### config.mk
export PLATFORM = sky130hd
export DESIGN_NAME = mmu_csr
export DESIGN_NICKNAME = d
export VERILOG_FILES = /design/src/rtl/mmu_csr_pkg.sv /design/src/rtl/mmu_csr_ctrl.sv /design/src/rtl/mmu_csr_sfault.sv /design/src/rtl/mmu_csr_afault.sv /design/src/rtl/mmu_csr.sv
export SDC_FILE = /design/constraint.sdc
export NUM_CORES = 1
export LEC_CHECK = 0
export CORE_MARGIN = 5
export CORE_UTILIZATION = 40
export CTS_CLUSTER_DIAMETER = 60
export CTS_CLUSTER_SIZE = 20
export DETAILED_ROUTE_END_ITERATION = 10
export PLACE_DENSITY = 0.68
export REMOVE_ABC_BUFFERS = 1
export SLEW_MARGIN = 40
export SYNTH_ARGS = -nofsm -noshare
export SYNTH_HDL_FRONTEND = slang
export SYNTH_SLANG_ARGS = --single-unit
### constraint.sdc
create_clock -name clk -period 2.8 [get_ports clk]
set_clock_uncertainty 0.15 [all_clocks]
set_input_delay 0.56 -clock clk [delete_from_list [all_inputs] [get_ports clk]]
set_output_delay 0.56 -clock clk [all_outputs]
set_load 0.01 [all_outputs]
### src/rtl/mmu_csr_pkg.sv
package mmu_csr_pkg;

  localparam int DATA_W  = 32;
  localparam int IDX_LSB = 8;
  localparam int IDX_W   = 3;

  typedef enum logic [IDX_W-1:0] {
    SEL_CTRL = 3'd0,
    SEL_CTP  = 3'd1,
    SEL_CTX  = 3'd2,
    SEL_FSR  = 3'd3,
    SEL_FAR  = 3'd4,
    SEL_AFSR = 3'd5,
    SEL_AFAR = 3'd6,
    SEL_NONE = 3'd7
  } reg_sel_e;

  typedef struct packed {
    logic [7:0] ebe;
    logic [1:0] level;
    logic [2:0] acc;
    logic [2:0] ftype;
    logic       addr_ok;
  } fault_rec_t;

  localparam logic [7:0] TRAP_ALWAYS_SPACE = 8'd9;

endpackage

### src/rtl/mmu_csr_ctrl.sv
module mmu_csr_ctrl
  import mmu_csr_pkg::*;
#(
  parameter logic [3:0] IMPL  = 4'hA,
  parameter logic [3:0] VERS  = 4'h3,
  parameter int         CTX_W = 8
) (
  input  logic              clk,
  input  logic              rst,
  input  logic              wr_ctrl,
  input  logic              wr_ctp,
  input  logic              wr_ctx,
  input  logic [DATA_W-1:0] wdata,
  output logic [DATA_W-1:0] ctrl_word,
  output logic [DATA_W-1:0] ctp_word,
  output logic [DATA_W-1:0] ctx_word,
  output logic [CTX_W-1:0]  ctx_q,
  output logic              en_q,
  output logic              pso_q,
  output logic              nofault_q
);

  localparam int CTX_PAD = DATA_W - CTX_W;

  logic [15:0] sysctl_q;
  logic [29:0] ctp_q;

  // writable fields, cleared by reset
  always_ff @(posedge clk) begin
    if (rst) begin
      sysctl_q  <= '0;
      pso_q     <= 1'b0;
      nofault_q <= 1'b0;
      en_q      <= 1'b0;
      ctp_q     <= '0;
      ctx_q     <= '0;
    end else begin
      if (wr_ctrl) begin
        sysctl_q  <= wdata[23:8];
        pso_q     <= wdata[7];
        nofault_q <= wdata[1];
        en_q      <= wdata[0];
      end
      if (wr_ctp) ctp_q <= wdata[31:2];
      if (wr_ctx) ctx_q <= wdata[CTX_W-1:0];
    end
  end

  assign ctrl_word = {IMPL, VERS, sysctl_q, pso_q, 5'b0, nofault_q, en_q};
  assign ctp_word  = {ctp_q, 2'b00};
  assign ctx_word  = {{CTX_PAD{1'b0}}, ctx_q};

endmodule

### src/rtl/mmu_csr_sfault.sv
module mmu_csr_sfault
  import mmu_csr_pkg::*;
(
  input  logic              clk,
  input  logic              rst,
  input  logic              cap_valid,
  input  fault_rec_t        cap_rec,
  input  logic [7:0]        cap_space,
  input  logic [DATA_W-1:0] cap_vaddr,
  input  logic              nofault,
  input  logic              rd_status,
  output logic [DATA_W-1:0] status_word,
  output logic [DATA_W-1:0] addr_word,
  output logic              trap_q
);

  fault_rec_t        rec_q;
  logic              ow_q;
  logic              pend_q;
  logic [DATA_W-1:0] far_q;

  always_ff @(posedge clk) begin
    if (rst) begin
      rec_q  <= '0;
      ow_q   <= 1'b0;
      pend_q <= 1'b0;
      far_q  <= '0;
      trap_q <= 1'b0;
    end else begin
      // trap pulse one cycle after capture unless suppressed
      trap_q <= cap_valid && (!nofault || cap_space == TRAP_ALWAYS_SPACE);
      if (cap_valid) begin
        rec_q  <= cap_rec;
        // a same-cycle read counts as the intervening read
        ow_q   <= pend_q && !rd_status;
        pend_q <= 1'b1;
        // address register loads only for a valid address
        if (cap_rec.addr_ok) far_q <= cap_vaddr;
      end else if (rd_status) begin
        ow_q   <= 1'b0;
        pend_q <= 1'b0;
      end
    end
  end

  // status layout, reserved upper bits zero
  assign status_word = {14'b0, rec_q.ebe, rec_q.level, rec_q.acc,
                        rec_q.ftype, rec_q.addr_ok, ow_q};
  assign addr_word   = far_q;

endmodule

### src/rtl/mmu_csr_afault.sv
module mmu_csr_afault
  import mmu_csr_pkg::*;
(
  input  logic              clk,
  input  logic              rst,
  input  logic              cap_valid,
  input  logic              cap_uce,
  input  logic              cap_bto,
  input  logic              cap_berr,
  input  logic [3:0]        cap_hi,
  input  logic [DATA_W-1:0] cap_addr,
  input  logic              rd_status,
  output logic [DATA_W-1:0] status_word,
  output logic [DATA_W-1:0] addr_word
);

  logic       uce_q, bto_q, berr_q, occ_q;
  logic [3:0] hi_q;
  logic [DATA_W-1:0] afar_q;

  // capture all fields, read clears only the occurred flag
  always_ff @(posedge clk) begin
    if (rst) begin
      uce_q  <= 1'b0;
      bto_q  <= 1'b0;
      berr_q <= 1'b0;
      hi_q   <= '0;
      occ_q  <= 1'b0;
      afar_q <= '0;
    end else if (cap_valid) begin
      uce_q  <= cap_uce;
      bto_q  <= cap_bto;
      berr_q <= cap_berr;
      hi_q   <= cap_hi;
      occ_q  <= 1'b1;
      afar_q <= cap_addr;
    end else if (rd_status) begin
      occ_q  <= 1'b0;
    end
  end

  assign status_word = {19'b0, uce_q, bto_q, berr_q, 2'b00, hi_q, 3'b000, occ_q};
  assign addr_word   = afar_q;

endmodule

### src/rtl/mmu_csr.sv
module mmu_csr
  import mmu_csr_pkg::*;
#(
  parameter int         ADDR_W = 11,
  parameter int         CTX_W  = 8,
  parameter logic [3:0] IMPL   = 4'hA,
  parameter logic [3:0] VERS   = 4'h3
) (
  input  logic              clk,
  input  logic              rst,
  input  logic [ADDR_W-1:0] reg_addr,
  input  logic              reg_wr,
  input  logic              reg_rd,
  input  logic [31:0]       reg_wdata,
  output logic [31:0]       reg_rdata,
  input  logic              flt_valid,
  input  logic [7:0]        flt_ebe,
  input  logic [1:0]        flt_level,
  input  logic [2:0]        flt_acc,
  input  logic [2:0]        flt_type,
  input  logic              flt_addr_ok,
  input  logic [7:0]        flt_space,
  input  logic [31:0]       flt_vaddr,
  input  logic              afl_valid,
  input  logic              afl_uce,
  input  logic              afl_bto,
  input  logic              afl_berr,
  input  logic [3:0]        afl_hi,
  input  logic [31:0]       afl_addr,
  output logic              trap_req,
  output logic              xlat_en,
  output logic              pso_mode,
  output logic [31:0]       ctx_tbl_ptr,
  output logic [CTX_W-1:0]  ctx_id
);

  localparam int IDX_MSB = IDX_LSB + IDX_W - 1;

  // exact offset decode; wider buses also require upper bits zero
  logic     upper_zero;
  logic     hit;
  reg_sel_e sel;

  generate
    if (ADDR_W > IDX_MSB + 1) begin : g_upper
      assign upper_zero = (reg_addr[ADDR_W-1:IDX_MSB+1] == '0);
    end else begin : g_exact
      assign upper_zero = 1'b1;
    end
  endgenerate

  assign hit = upper_zero && (reg_addr[IDX_LSB-1:0] == '0);
  assign sel = hit ? reg_sel_e'(reg_addr[IDX_MSB:IDX_LSB]) : SEL_NONE;

  logic wr_ctrl, wr_ctp, wr_ctx, rd_fsr, rd_afsr;
  assign wr_ctrl = reg_wr && sel == SEL_CTRL;
  assign wr_ctp  = reg_wr && sel == SEL_CTP;
  assign wr_ctx  = reg_wr && sel == SEL_CTX;
  assign rd_fsr  = reg_rd && sel == SEL_FSR;
  assign rd_afsr = reg_rd && sel == SEL_AFSR;

  logic [31:0] ctrl_w, ctp_w, ctx_w, fsr_w, far_w, afsr_w, afar_w;
  logic        nofault_w;

  mmu_csr_ctrl #(.IMPL(IMPL), .VERS(VERS), .CTX_W(CTX_W)) u_ctrl (
    .clk(clk), .rst(rst),
    .wr_ctrl(wr_ctrl), .wr_ctp(wr_ctp), .wr_ctx(wr_ctx), .wdata(reg_wdata),
    .ctrl_word(ctrl_w), .ctp_word(ctp_w), .ctx_word(ctx_w), .ctx_q(ctx_id),
    .en_q(xlat_en), .pso_q(pso_mode), .nofault_q(nofault_w)
  );

  fault_rec_t rec_in;
  assign rec_in = '{ebe: flt_ebe, level: flt_level, acc: flt_acc,
                    ftype: flt_type, addr_ok: flt_addr_ok};

  mmu_csr_sfault u_sfault (
    .clk(clk), .rst(rst),
    .cap_valid(flt_valid), .cap_rec(rec_in), .cap_space(flt_space),
    .cap_vaddr(flt_vaddr), .nofault(nofault_w), .rd_status(rd_fsr),
    .status_word(fsr_w), .addr_word(far_w), .trap_q(trap_req)
  );

  mmu_csr_afault u_afault (
    .clk(clk), .rst(rst),
    .cap_valid(afl_valid), .cap_uce(afl_uce), .cap_bto(afl_bto),
    .cap_berr(afl_berr), .cap_hi(afl_hi), .cap_addr(afl_addr),
    .rd_status(rd_afsr), .status_word(afsr_w), .addr_word(afar_w)
  );

  assign ctx_tbl_ptr = ctp_w;

  // registered read mux, sampled before any read-clear takes effect
  always_ff @(posedge clk) begin
    if (rst) begin
      reg_rdata <= '0;
    end else if (reg_rd) begin
      unique case (sel)
        SEL_CTRL: reg_rdata <= ctrl_w;
        SEL_CTP:  reg_rdata <= ctp_w;
        SEL_CTX:  reg_rdata <= ctx_w;
        SEL_FSR:  reg_rdata <= fsr_w;
        SEL_FAR:  reg_rdata <= far_w;
        SEL_AFSR: reg_rdata <= afsr_w;
        SEL_AFAR: reg_rdata <= afar_w;
        default:  reg_rdata <= '0;
      endcase
    end
  end

endmodule

# After elaboration in Yosys (flattened, before gate mapping)
# Index checks and enable logic that the tools add are counted.
[totals]
regBits = 181
output_inout_bits = 75
word_cells = 51
[classes]
n_eq_ne = 7
reduce_logical = 15
muxes = 7
[ops]
columns = ["operator", "count"]
rows = [
  ["case mux 32 bit (7 select lines)", 1],
  ["== test 3 bit (second input constant)", 3],
  ["== test 8 x 4 -> 1 bit (second input constant)", 1],
  ["zero test 8 bit", 1],
  ["logical AND 1 bit", 7],
  ["== test 3 x 2 -> 1 bit (second input constant)", 2],
  ["two-way mux 1 bit", 5],
  ["nonzero test 2 bit", 2],
  ["== test 3 x 1 -> 1 bit (second input constant)", 1],
  ["zero test 3 bit", 1],
  ["two-way mux 3 bit", 1],
  ["zero test 1 bit", 2],
  ["AND reduction 2 bit", 1],
  ["logical OR 1 bit", 1],
]

# Logic depth before layout (Yosys ltp)
# Gate-level depths: netlist (run 1).
[logic_depth]
ltp_word = 7
depth_mapped = 8
mapped_depth_nobuf = 5

# Cells and area by module
# A second synthesis (run 1) with hierarchy kept.
[unflattened]
cells_unflattened = 1001
area_unflattened_um2 = 9237.6
[modules_own_cells]
columns = ["module", "cells_per_inst", "area_each_um2", "seq_area_each_um2", "instances"]
rows = [
  ["mmu_csr", 381, 3216.8, 640.6, 1],
  ["mmu_csr_ctrl", 236, 2413.6, 1141.1, 1],
  ["mmu_csr_sfault", 225, 1934.4, 1041.0, 1],
  ["mmu_csr_afault", 159, 1672.9, 800.8, 1],
]

# Worst setup path before layout (run 1)
# Ideal clock, no wire load.
[synth_timing]
kind = "in2reg"
from = "input port reg_addr[5]"
to = "register u_ctrl.sysctl_q[10]"
slack_ns = 0.643
cell_stages = 6
required_ns = 2.518
arrival_ns = 1.875
path_cell_list = "or4_4 nor2_8 nand4_2 clkbuf_1 nand2_1 a21oi_1"
[synth_via]
elab_chain_cells = 4
[synth_rtl]
columns = ["element", "line_no", "source"]
rows = [
  ["start, declared", "mmu_csr.sv:11", "input logic [ADDR_W-1:0] reg_addr,"],
  ["zero test 8 bit", "mmu_csr.sv:52", "assign hit = upper_zero && (reg_addr[IDX_LSB-1:0] == '0);"],
  ["two-way mux 3 bit", "mmu_csr.sv:53", "assign sel = hit ? reg_sel_e'(reg_addr[IDX_MSB:IDX_LSB]) : SEL_NONE;"],
  ["zero test 3 bit", "mmu_csr.sv:56", "assign wr_ctrl = reg_wr && sel == SEL_CTRL;"],
  ["logical AND 1 bit", "mmu_csr.sv:56", ""],
  ["end signal, assigned", "mmu_csr_ctrl.sv:39", "sysctl_q <= wdata[23:8];"],
  ["end, declared", "mmu_csr_ctrl.sv:25", "logic [15:0] sysctl_q;"],
]
# No other way between the ends.
# A chain may end at the register's enable or synchronous reset.

# Final worst setup path (run 1)
[layout_timing]
from = "input port reg_addr[5]"
to = "register reg_rdata[14]"
[layout_via]
elab_chain_cells = 4
elab_cells_between_ends = 10
[layout_rtl]
columns = ["element", "line_no", "source"]
rows = [
  ["zero test 8 bit (*)", "mmu_csr.sv:52", ""],
  ["two-way mux 3 bit (*)", "mmu_csr.sv:53", ""],
  ["== test 3 bit (tied with other cells)", "mmu_csr.sv:97", "unique case (sel)"],
  ["case mux 32 bit (7 select lines) (*)", "mmu_csr.sv:97", ""],
  ["end signal, assigned", "mmu_csr.sv:98", "SEL_CTRL: reg_rdata <= ctrl_w;"],
  ["end signal, assigned", "mmu_csr.sv:99", "SEL_CTP: reg_rdata <= ctp_w;"],
  ["end signal, assigned", "mmu_csr.sv:100", "SEL_CTX: reg_rdata <= ctx_w;"],
  ["end, declared", "mmu_csr.sv:15", "output logic [31:0] reg_rdata,"],
]
# Every way passes the cells marked *; elsewhere a longest branch is shown, timed or not.

==> results.toml, run 1 <==
[critical_path]
slowest_delay_ns = 0.58
worstPathRequired_ns = 3.02
worstPathMaxFanout = 10
path_buf_inv = 1
r2r-end = "reg_rdata[2]"
r2r_slack_ns = 1.40
cp_top_family = "simple AND/OR/NAND/NOR gates"
critPathKind = "in2reg"
cp_slowest_cell = "or4_4"
reg2reg_depth = 4
start_kind = "primary input"
worstPathArrival_ns = 2.58
cp-end-kind = "flip-flop"
reg2reg_from = "u_ctrl.ctx_q[2]"
crit_chain = "clkdlybuf4s50_1 > or4_4 > nor2_8 > and3_1 > and2b_1 > a22o_2"

[place]
dp_hpwl_mm = 16.36
numPortBuffers = 217
place.gp.congestion = 0.7998

[global_routing]
antenna_found_initial = 0
overflow = 0
track_usage_pct = 22.06
grt_pass1_wl_mm = 37.53
grt_max_degree = 55
grt_pass1_vias = 6729

[timing]
relSlewSlack_pct = 51.33
grt_setup_unrepaired = "no"
finalHoldViolCount = 0
drv_slew = 0
setup_viol = 0
tightest_slew_ns = 0.7293
fin_setup_tns_ns = 0
final.period_utilization_pct = 84.25
clock.fmax_ghz = 0.4239
final.min_clock_period_ns = 2.359

[detailed_routing]
wire_per_inst_um = 18.37
ant_nets = 0
drt-pass1-iter-count = 5
route.vias.total = 6862
drc = 0
drt_iter0_markers = 427
avgViaCountPerCell = 5.238
wirelength_mm = 24.07

[logic_synthesis]
syn_inst = 871
synth.avg_cell_area_um2 = 8.539
async_flop_share_pct = 0
netlist_area_um2 = 7437
synth_edf_count = 0
ys_ff_latch = 181
ys_warn_count = 0
synth_cell_types = 37
ys_seq_area_share_pct = 48.72
synthFlopType = "dfxtp_1"

[cts]
worst_skew_pair.late_latency_ns = 0.43
ctsHoldBuffers = 0
cts_root_buf = "clkbuf_16"
clk_path_buf_depth = 2
cts_sinks = 181
post_cts_resized = 0
post_cts_buffers = 0
cts_inserted_buffers = 17
clkTransAtPathRegs_ns = 0.07
cts-htree-levels = 4
cts_tree = "done"

[floorplanning]
die_height_um = 146.4
core_um2 = 18150
num_io_pins = 220
fp.dieW_um = 146.4
start_util_pct = 40.98
dieArea_um2 = 21420
num_rows = 49

[finish]
layout_common_cells = "clkdlybuf4s50_1, dfxtp_1, nand2_1, a21oi_1, nor2_1"
antenna_cells = 0
areaGrowthSynthToFinish_pct = 41.29
final_layout_size_suffix_gt1_share_pct = 8.233
layout_commonest_cell = "clkdlybuf4s50_1"
nets = 1213
final_util_pct = 57.90

[min_path]
min_path_cells = 2
min_from = "reg_rdata[30]"
hold_path.class = "reg2reg"
whs_endpoint = "reg_rdata[30]"

[power]
p_leak_nw = 4.062
peakVddDrop_uv = 425.2
finalPower_mw = 5.708
powerDensity_nw_per_um2 = 543.2

[job]
maxCapViolations = 0

[run_status]
outcome = "completed"
[routing by layer]
layer	global-route usage, %	vias up	part of all wire [%]
li1	-	3343	-
met1	29.47	3236	44
met2	35.36	260	46
met3	6.012	23	7.9
met4	5.974	0	1.4
met5	0	-	0
[where the power goes]
group | leakage (nW) | switching [mW] | total [mW] | internal [mW]
sequential | 1.47 | 0.0360 | 2.68 | 2.65
clock | 0.287 | 1.03 | 2.44 | 1.41
combinational | 2.30 | 0.271 | 0.582 | 0.311
[flip-flops by register name, summed over array words and instances, names as in the netlist, 4 cells and up]
register and cells:
reg_rdata 32, u_afault.addr_word 32, u_afault.hi_q 4, u_ctrl.ctp_q 30, u_ctrl.ctx_q 8, u_ctrl.sysctl_q 16
u_sfault.addr_word 32, u_sfault.status_word 17
[worst reg2reg max path, stage by stage, from the launching register on]
cell and delay, ns:
dfxtp_1 0.32, mux2_2 0.27, a221o_1 0.34, a21oi_1 0.15
nor2_1 0.05
[through the flow]
step                      hold slack [ns]  cells  setup slack (ns)  cell area (um^2)
after floorplan                    0.2705    803            0.2960              7134
after global placement             0.2840   1278           0.07019              9899
after detailed placement           0.2941   1278           0.02662              9905
after CTS                          0.3059   1310            0.4715             10510
after global routing               0.3216   1310            0.4147             10510
final                              0.3028   1310            0.4411             10510
[logic make-up (layout without fill, tap and decap cells)]
kind of cell / Yosys count / in the layout / synth area share, %
simple gates: 322 / 322 / 18.25
compound gates: 192 / 192 / 15.04
flops: 181 / 181 / 48.72
mux: 97 / 97 / 13.36
buf+inv: 78 / 287 / 4.576
other cells: 1 / 2 / 0.05042
[cells in the mapped netlist (2+ instances only)]
library cell	n	area, um^2
mux2_2	8	90.09
o22ai_1	13	81.33
mux2i_1	88	880.8
o21ai_0	20	100.1
nor2_1	101	379.1
buf_2	11	55.05
a221o_1	4	40.04
inv_1	9	33.78
and3_1	3	18.77
buf_6	3	33.78
a22oi_1	13	97.59
nand2b_1	11	68.82
nor2b_1	12	75.07
buf_1	8	30.03
nand4_2	2	25.02
a22o_1	15	131.4
nand2_1	177	664.4
or4_4	2	22.52
a21oi_1	119	595.6
clkbuf_1	44	165.2
a221oi_1	4	35.03
and2_1	4	25.02
dfxtp_1	181	3623
nand3_1	4	20.02
buf_4	3	22.52
[worst max-delay path by stage]
stage	slack, ns	from	end	depth (start not counted)
floorplan	0.30	reg_addr[10]	u_ctrl.ctp_q[0]	5
global placement	0.07	reg_addr[5]	reg_rdata[14]	6
detailed placement	0.03	reg_addr[5]	reg_rdata[14]	6
CTS	0.47	reg_addr[5]	reg_rdata[14]	6
global route	0.41	reg_addr[4]	reg_rdata[14]	6
finish	0.44	reg_addr[5]	reg_rdata[14]	6
[final cells by class]
type	count	area, um^2
fill	1659	7640
sequential	181	3623
multi-input combinational	613	3495
timing repair buffer	246	2466
clock buffer	21	480.5
tap	229	286.5
clock inverter	11	122.6
inverter	9	33.78
(Power assumes the default switching activity.)
==> run 2, diff against run 1 <==
==> constraint.sdc (replaced) <==
create_clock -name clk -period 2.2 [get_ports clk]
set_clock_uncertainty 0.15 [all_clocks]
set_input_delay 0.44 -clock clk [delete_from_list [all_inputs] [get_ports clk]]
set_output_delay 0.44 -clock clk [all_outputs]
set_load 0.01 [all_outputs]
==> results.toml, run 2 (synthesis results as in run 1) <==
[critical_path]
r2r_slack_ns = 0.81
reg2reg_depth = 4
start_kind = "primary input"
reg2reg_from = "u_ctrl.ctx_q[2]"
worstPathMaxFanout = 21
worstPathRequired_ns = 2.39
worstPathArrival_ns = 2.31
r2r-end = "reg_rdata[2]"
cp-end-kind = "flip-flop"
critPathKind = "in2reg"

[floorplanning]
core_um2 = 18150
start_util_pct = 40.98
num_rows = 49
die_height_um = 146.4
num_io_pins = 220
dieArea_um2 = 21420
fp.dieW_um = 146.4

[finish]
final_area_um2 = 10690
antenna_cells = 0
layout_common_cells = "clkdlybuf4s50_1, dfxtp_1, nand2_1, a21oi_1, nor2_1"
nets = 1238
final_util_pct = 58.88
layout_commonest_cell = "clkdlybuf4s50_1"
final_layout_size_suffix_gt1_share_pct = 10.05
final_cells = 1334
areaGrowthSynthToFinish_pct = 43.67

[run_status]
outcome = "completed"

[cts]
worst_skew_pair.late_latency_ns = 0.43
cts_tree = "done"
ctsHoldBuffers = 0
cts_sinks = 181
clk_path_buf_depth = 2
cts_root_buf = "clkbuf_16"
cts-htree-levels = 4
clkTransAtPathRegs_ns = 0.07
cts_inserted_buffers = 17

[min_path]
min_path_cells = 2
min_from = "rst"
hold_path.class = "in2reg"
whs_endpoint = "u_afault.berr_q"

[detailed_routing]
ant_nets = 0
route.vias.total = 6842
drt_iter0_markers = 365
drc = 0
wirelength_mm = 24.02
wire_per_inst_um = 18.01
drt-pass1-iter-count = 5
avgViaCountPerCell = 5.129

[power]
p_leak_nw = 4.190
p_comb_share_pct = 10.7
switching_share_pct = 24.02
finalPower_mw = 7.111
p_int_mw = 5.403
peakVddDrop_uv = 538.9
clkPwrFrac_pct = 41.2
p_sw_mw = 1.708
power_frac_seq_pct = 48.0
powerDensity_nw_per_um2 = 665.5

[timing]
setup_viol = 0
finalHoldViolCount = 0
clock.fmax_ghz = 0.4711
final.min_clock_period_ns = 2.123
grt_setup_unrepaired = "no"
drv_slew = 0
final.period_utilization_pct = 96.50

[global_routing]
grt_max_degree = 62
overflow = 0
track_usage_pct = 21.94
antenna_found_initial = 0
grt_pass1_vias = 6754
grt_pass1_wl_mm = 37.30

[place]
dp_hpwl_mm = 16.88
place.gp.congestion = 0.8195
post_dp_cell_area_um2 = 10120
place_inst = 1303
numPortBuffers = 217

[job]
maxCapViolations = 0
==> run 2: cell count changes in the layout (fill, tap and decap cells not counted), sizes merged <==
cell and delta:
clkinv +1, buf +25, inv +1, clkbuf -1, bufinv -1, clkinvlp -1
==> run 2: worst max path at each step <==
stage / startpoint / to / slack, ns / depth (start not counted)
after floorplan: reg_addr[10] / u_ctrl.ctp_q[0] / -0.18 / 5
after global placement: reg_addr[5] / reg_rdata[26] / -0.26 / 7
after detailed placement: reg_addr[5] / u_ctrl.en_q / -0.30 / 7
after CTS: reg_addr[5] / u_ctrl.ctp_q[6] / 0.10 / 7
after global routing: reg_addr[5] / reg_rdata[23] / 0.009 / 7
final: reg_addr[5] / u_ctrl.ctp_q[6] / 0.08 / 7
==> run 2: timing repair <==
item,CTS,global route
resized for setup,0,2
setup buffers,0,0
endpoints found under the hold margin,0,0
endpoints found under the setup margin,0,1
==> run 2: cell type report <==
class | instances | area (um^2)
fill | 1615 | 7462
sequential | 181 | 3623
multi-input combinational | 613 | 3492
timing repair buffer | 271 | 2691
clock buffer | 20 | 456.7
tap | 229 | 286.5
clock inverter | 11 | 101.3
inverter | 9 | 33.78
==> run 2: power by group through the flow <==
stage | combinational, mW | sequential, mW | clock, mW
after floorplan | 0.237 | 3.48 | 0
after CTS | 0.766 | 3.41 | 2.99
after global routing | 0.823 | 3.42 | 3.12
final | 0.764 | 3.41 | 2.93
after detailed placement | 0.760 | 3.49 | 0
after global placement | 0.758 | 3.49 | 0
==> run 2: per-layer routing <==
| metal | up-vias | global-route usage, % | wire length, um |
|---|---|---|---|
| li1 | 3402 | - | - |
| met4 | 0 | 4.233 | 127 |
| met1 | 3228 | 29.57 | 11120 |
| met2 | 201 | 35.59 | 11130 |
| met3 | 11 | 6.136 | 1642 |
| met5 | - | 0 | 0 |
==> run 2: per-stage QoR <==
| stage | hold WS [ns] | worst slack, ns | TNS (ns) |
|---|---|---|---|
| 3_5_place_dp | 0.2922 | -0.3003 | -22.23 |
| 2_1_floorplan | 0.2705 | -0.1840 | -5.519 |
| 6_report | 0.1962 | 0.07710 | 0 |
| 3_3_place_gp | 0.2868 | -0.2598 | -20.08 |
| 4_1_cts | 0.1856 | 0.1001 | 0 |
| 5_1_grt | 0.1897 | 0.009225 | 0 |
==> run 2: worst max-delay path: stages <==
cell and delay (ns):
clkdlybuf4s50_1 0.40, or4_4 0.58, nor2_8 0.19, and3_2 0.25
buf_12 0.19, nand2_1 0.07, a21oi_1 0.17
==> run 3, diff against run 2 <==
==> constraint.sdc (replaced) <==
create_clock -name clk -period 2.61 [get_ports clk]
set_clock_uncertainty 0.15 [all_clocks]
set_input_delay 0.522 -clock clk [delete_from_list [all_inputs] [get_ports clk]]
set_output_delay 0.522 -clock clk [all_outputs]
set_load 0.01 [all_outputs]
==> results.toml, run 3 (synthesis results as in run 1) <==
[run_status]
outcome = "completed"

[critical_path]
cp_slowest_cell = "or4_4"
start_kind = "primary input"
worstPathArrival_ns = 2.39
reg2reg_depth = 4
reg2reg_from = "u_ctrl.ctx_q[2]"
r2r-end = "reg_rdata[2]"
startpoint = "reg_addr[5]"
critPathKind = "in2reg"
crit_chain = "clkdlybuf4s50_1 > or4_4 > nor2_8 > and4_1 > buf_12 > nand2_1 > a21oi_1"
r2r_slack_ns = 1.22
cp-end-kind = "flip-flop"
slowest_delay_ns = 0.58
worstPathMaxFanout = 19
worstPathRequired_ns = 2.81

[timing]
fin_setup_tns_ns = 0
final.min_clock_period_ns = 2.193
clock.fmax_ghz = 0.4560
finalHoldViolCount = 0
tightest_slew_ns = 0.7000
relSlewSlack_pct = 53.29
grt_setup_unrepaired = "no"
setup_viol = 0
final.period_utilization_pct = 84.02
drv_slew = 0

[global_routing]
track_usage_pct = 22.16
grt_pass1_vias = 6685
overflow = 0
grt_pass1_wl_mm = 37.42
grt_max_degree = 81
antenna_found_initial = 0

[finish]
layout_common_cells = "clkdlybuf4s50_1, dfxtp_1, nand2_1, a21oi_1, nor2_1"
antenna_cells = 0
areaGrowthSynthToFinish_pct = 43.59
seqCellArea_um2 = 3623
layout_commonest_cell = "clkdlybuf4s50_1"
final_layout_size_suffix_gt1_share_pct = 8.495
multi_input_area_um2 = 3497
final_util_pct = 58.85
nFillCells = 1620
nets = 1215

[detailed_routing]
ant_nets = 0
wire_per_inst_um = 18.42
wirelength_mm = 24.17
drc = 0
avgViaCountPerCell = 5.199
drt-pass1-iter-count = 5
drt_iter0_markers = 411
route.vias.total = 6821

[place]
numPortBuffers = 217
dp_hpwl_mm = 16.59
place.gp.congestion = 0.7824

[min_path]
min_path_cells = 2
hold_path.class = "reg2reg"
min_from = "u_sfault.addr_word[11]"
whs_endpoint = "u_sfault.addr_word[11]"

[floorplanning]
die_height_um = 146.4
start_util_pct = 40.98
num_rows = 49
fp.dieW_um = 146.4
dieArea_um2 = 21420
num_io_pins = 220
core_um2 = 18150

[power]
p_leak_nw = 4.145
powerDensity_nw_per_um2 = 613.0
peakVddDrop_uv = 428.8

[cts]
cts_tree = "done"
cts-htree-levels = 4
post_cts_buffers = 0
clkTransAtPathRegs_ns = 0.06
cts_inserted_buffers = 17
worst_skew_pair.late_latency_ns = 0.43
cts_sinks = 181
post_cts_resized = 0
ctsHoldBuffers = 0
cts_root_buf = "clkbuf_16"
clk_path_buf_depth = 2

[job]
maxCapViolations = 0
-- run 3: worst max path at each step --
stage,endpoint,slack [ns],depth (start not counted)
global route,u_ctrl.sysctl_q[11],0.34,7
CTS,u_ctrl.sysctl_q[11],0.44,7
detailed placement,u_ctrl.sysctl_q[11],-0.01,7
floorplan,u_ctrl.ctp_q[0],0.14,5
global placement,u_ctrl.ctp_q[13],-0.02,7
finish,u_ctrl.sysctl_q[11],0.42,7
-- run 3: per-stage QoR --
| step | setup WS, ns | hold slack [ns] | instance area (um^2) | std cells | power, mW |
|---|---|---|---|---|---|
| floorplan | 0.1440 | 0.2705 | 7134 | 803 | 3.129 |
| finish | 0.4170 | 0.2991 | 10680 | 1312 | 6.547 |
| global route | 0.3359 | 0.3241 | 10680 | 1312 | 6.770 |
| detailed placement | -0.01354 | 0.2935 | 9970 | 1280 | 3.565 |
| CTS | 0.4393 | 0.3033 | 10680 | 1312 | 6.593 |
| global placement | -0.01655 | 0.2862 | 9965 | 1280 | 3.560 |
-- run 3: routing by layer --
layer  vias up  track usage (%)  wire length (um)
li1       3360                -                 -
met1      3231            29.63             10880
met2       219            36.10             11350
met3        11            6.322              1775
met4         0            4.327               156
met5         -                0                 0
-- run 3: power breakdown --
part	internal, mW	leakage (nW)	total, mW	switching, mW
logic	0.336	2.34	0.626	0.290
registers	2.84	1.47	2.88	0.0403
clock network	1.93	0.334	3.04	1.11
total	5.11	4.15	6.55	1.44
-- run 3: worst max-delay path: cells and delay by family --
kind / cells / cell delay, ns
simple gates: 4 / 1.14
buf+inv: 2 / 0.59
compound gates: 1 / 0.13
-- run 3: layout make-up --
cell class | count | area share, %
clock buffers | 18 | 4.112
clock inverters | 14 | 2.507
inverters | 9 | 0.3163
multi-input cells | 613 | 32.75
flip-flops and latches | 181 | 33.93
well taps | 229 | 2.683
repair buffers | 248 | 23.70
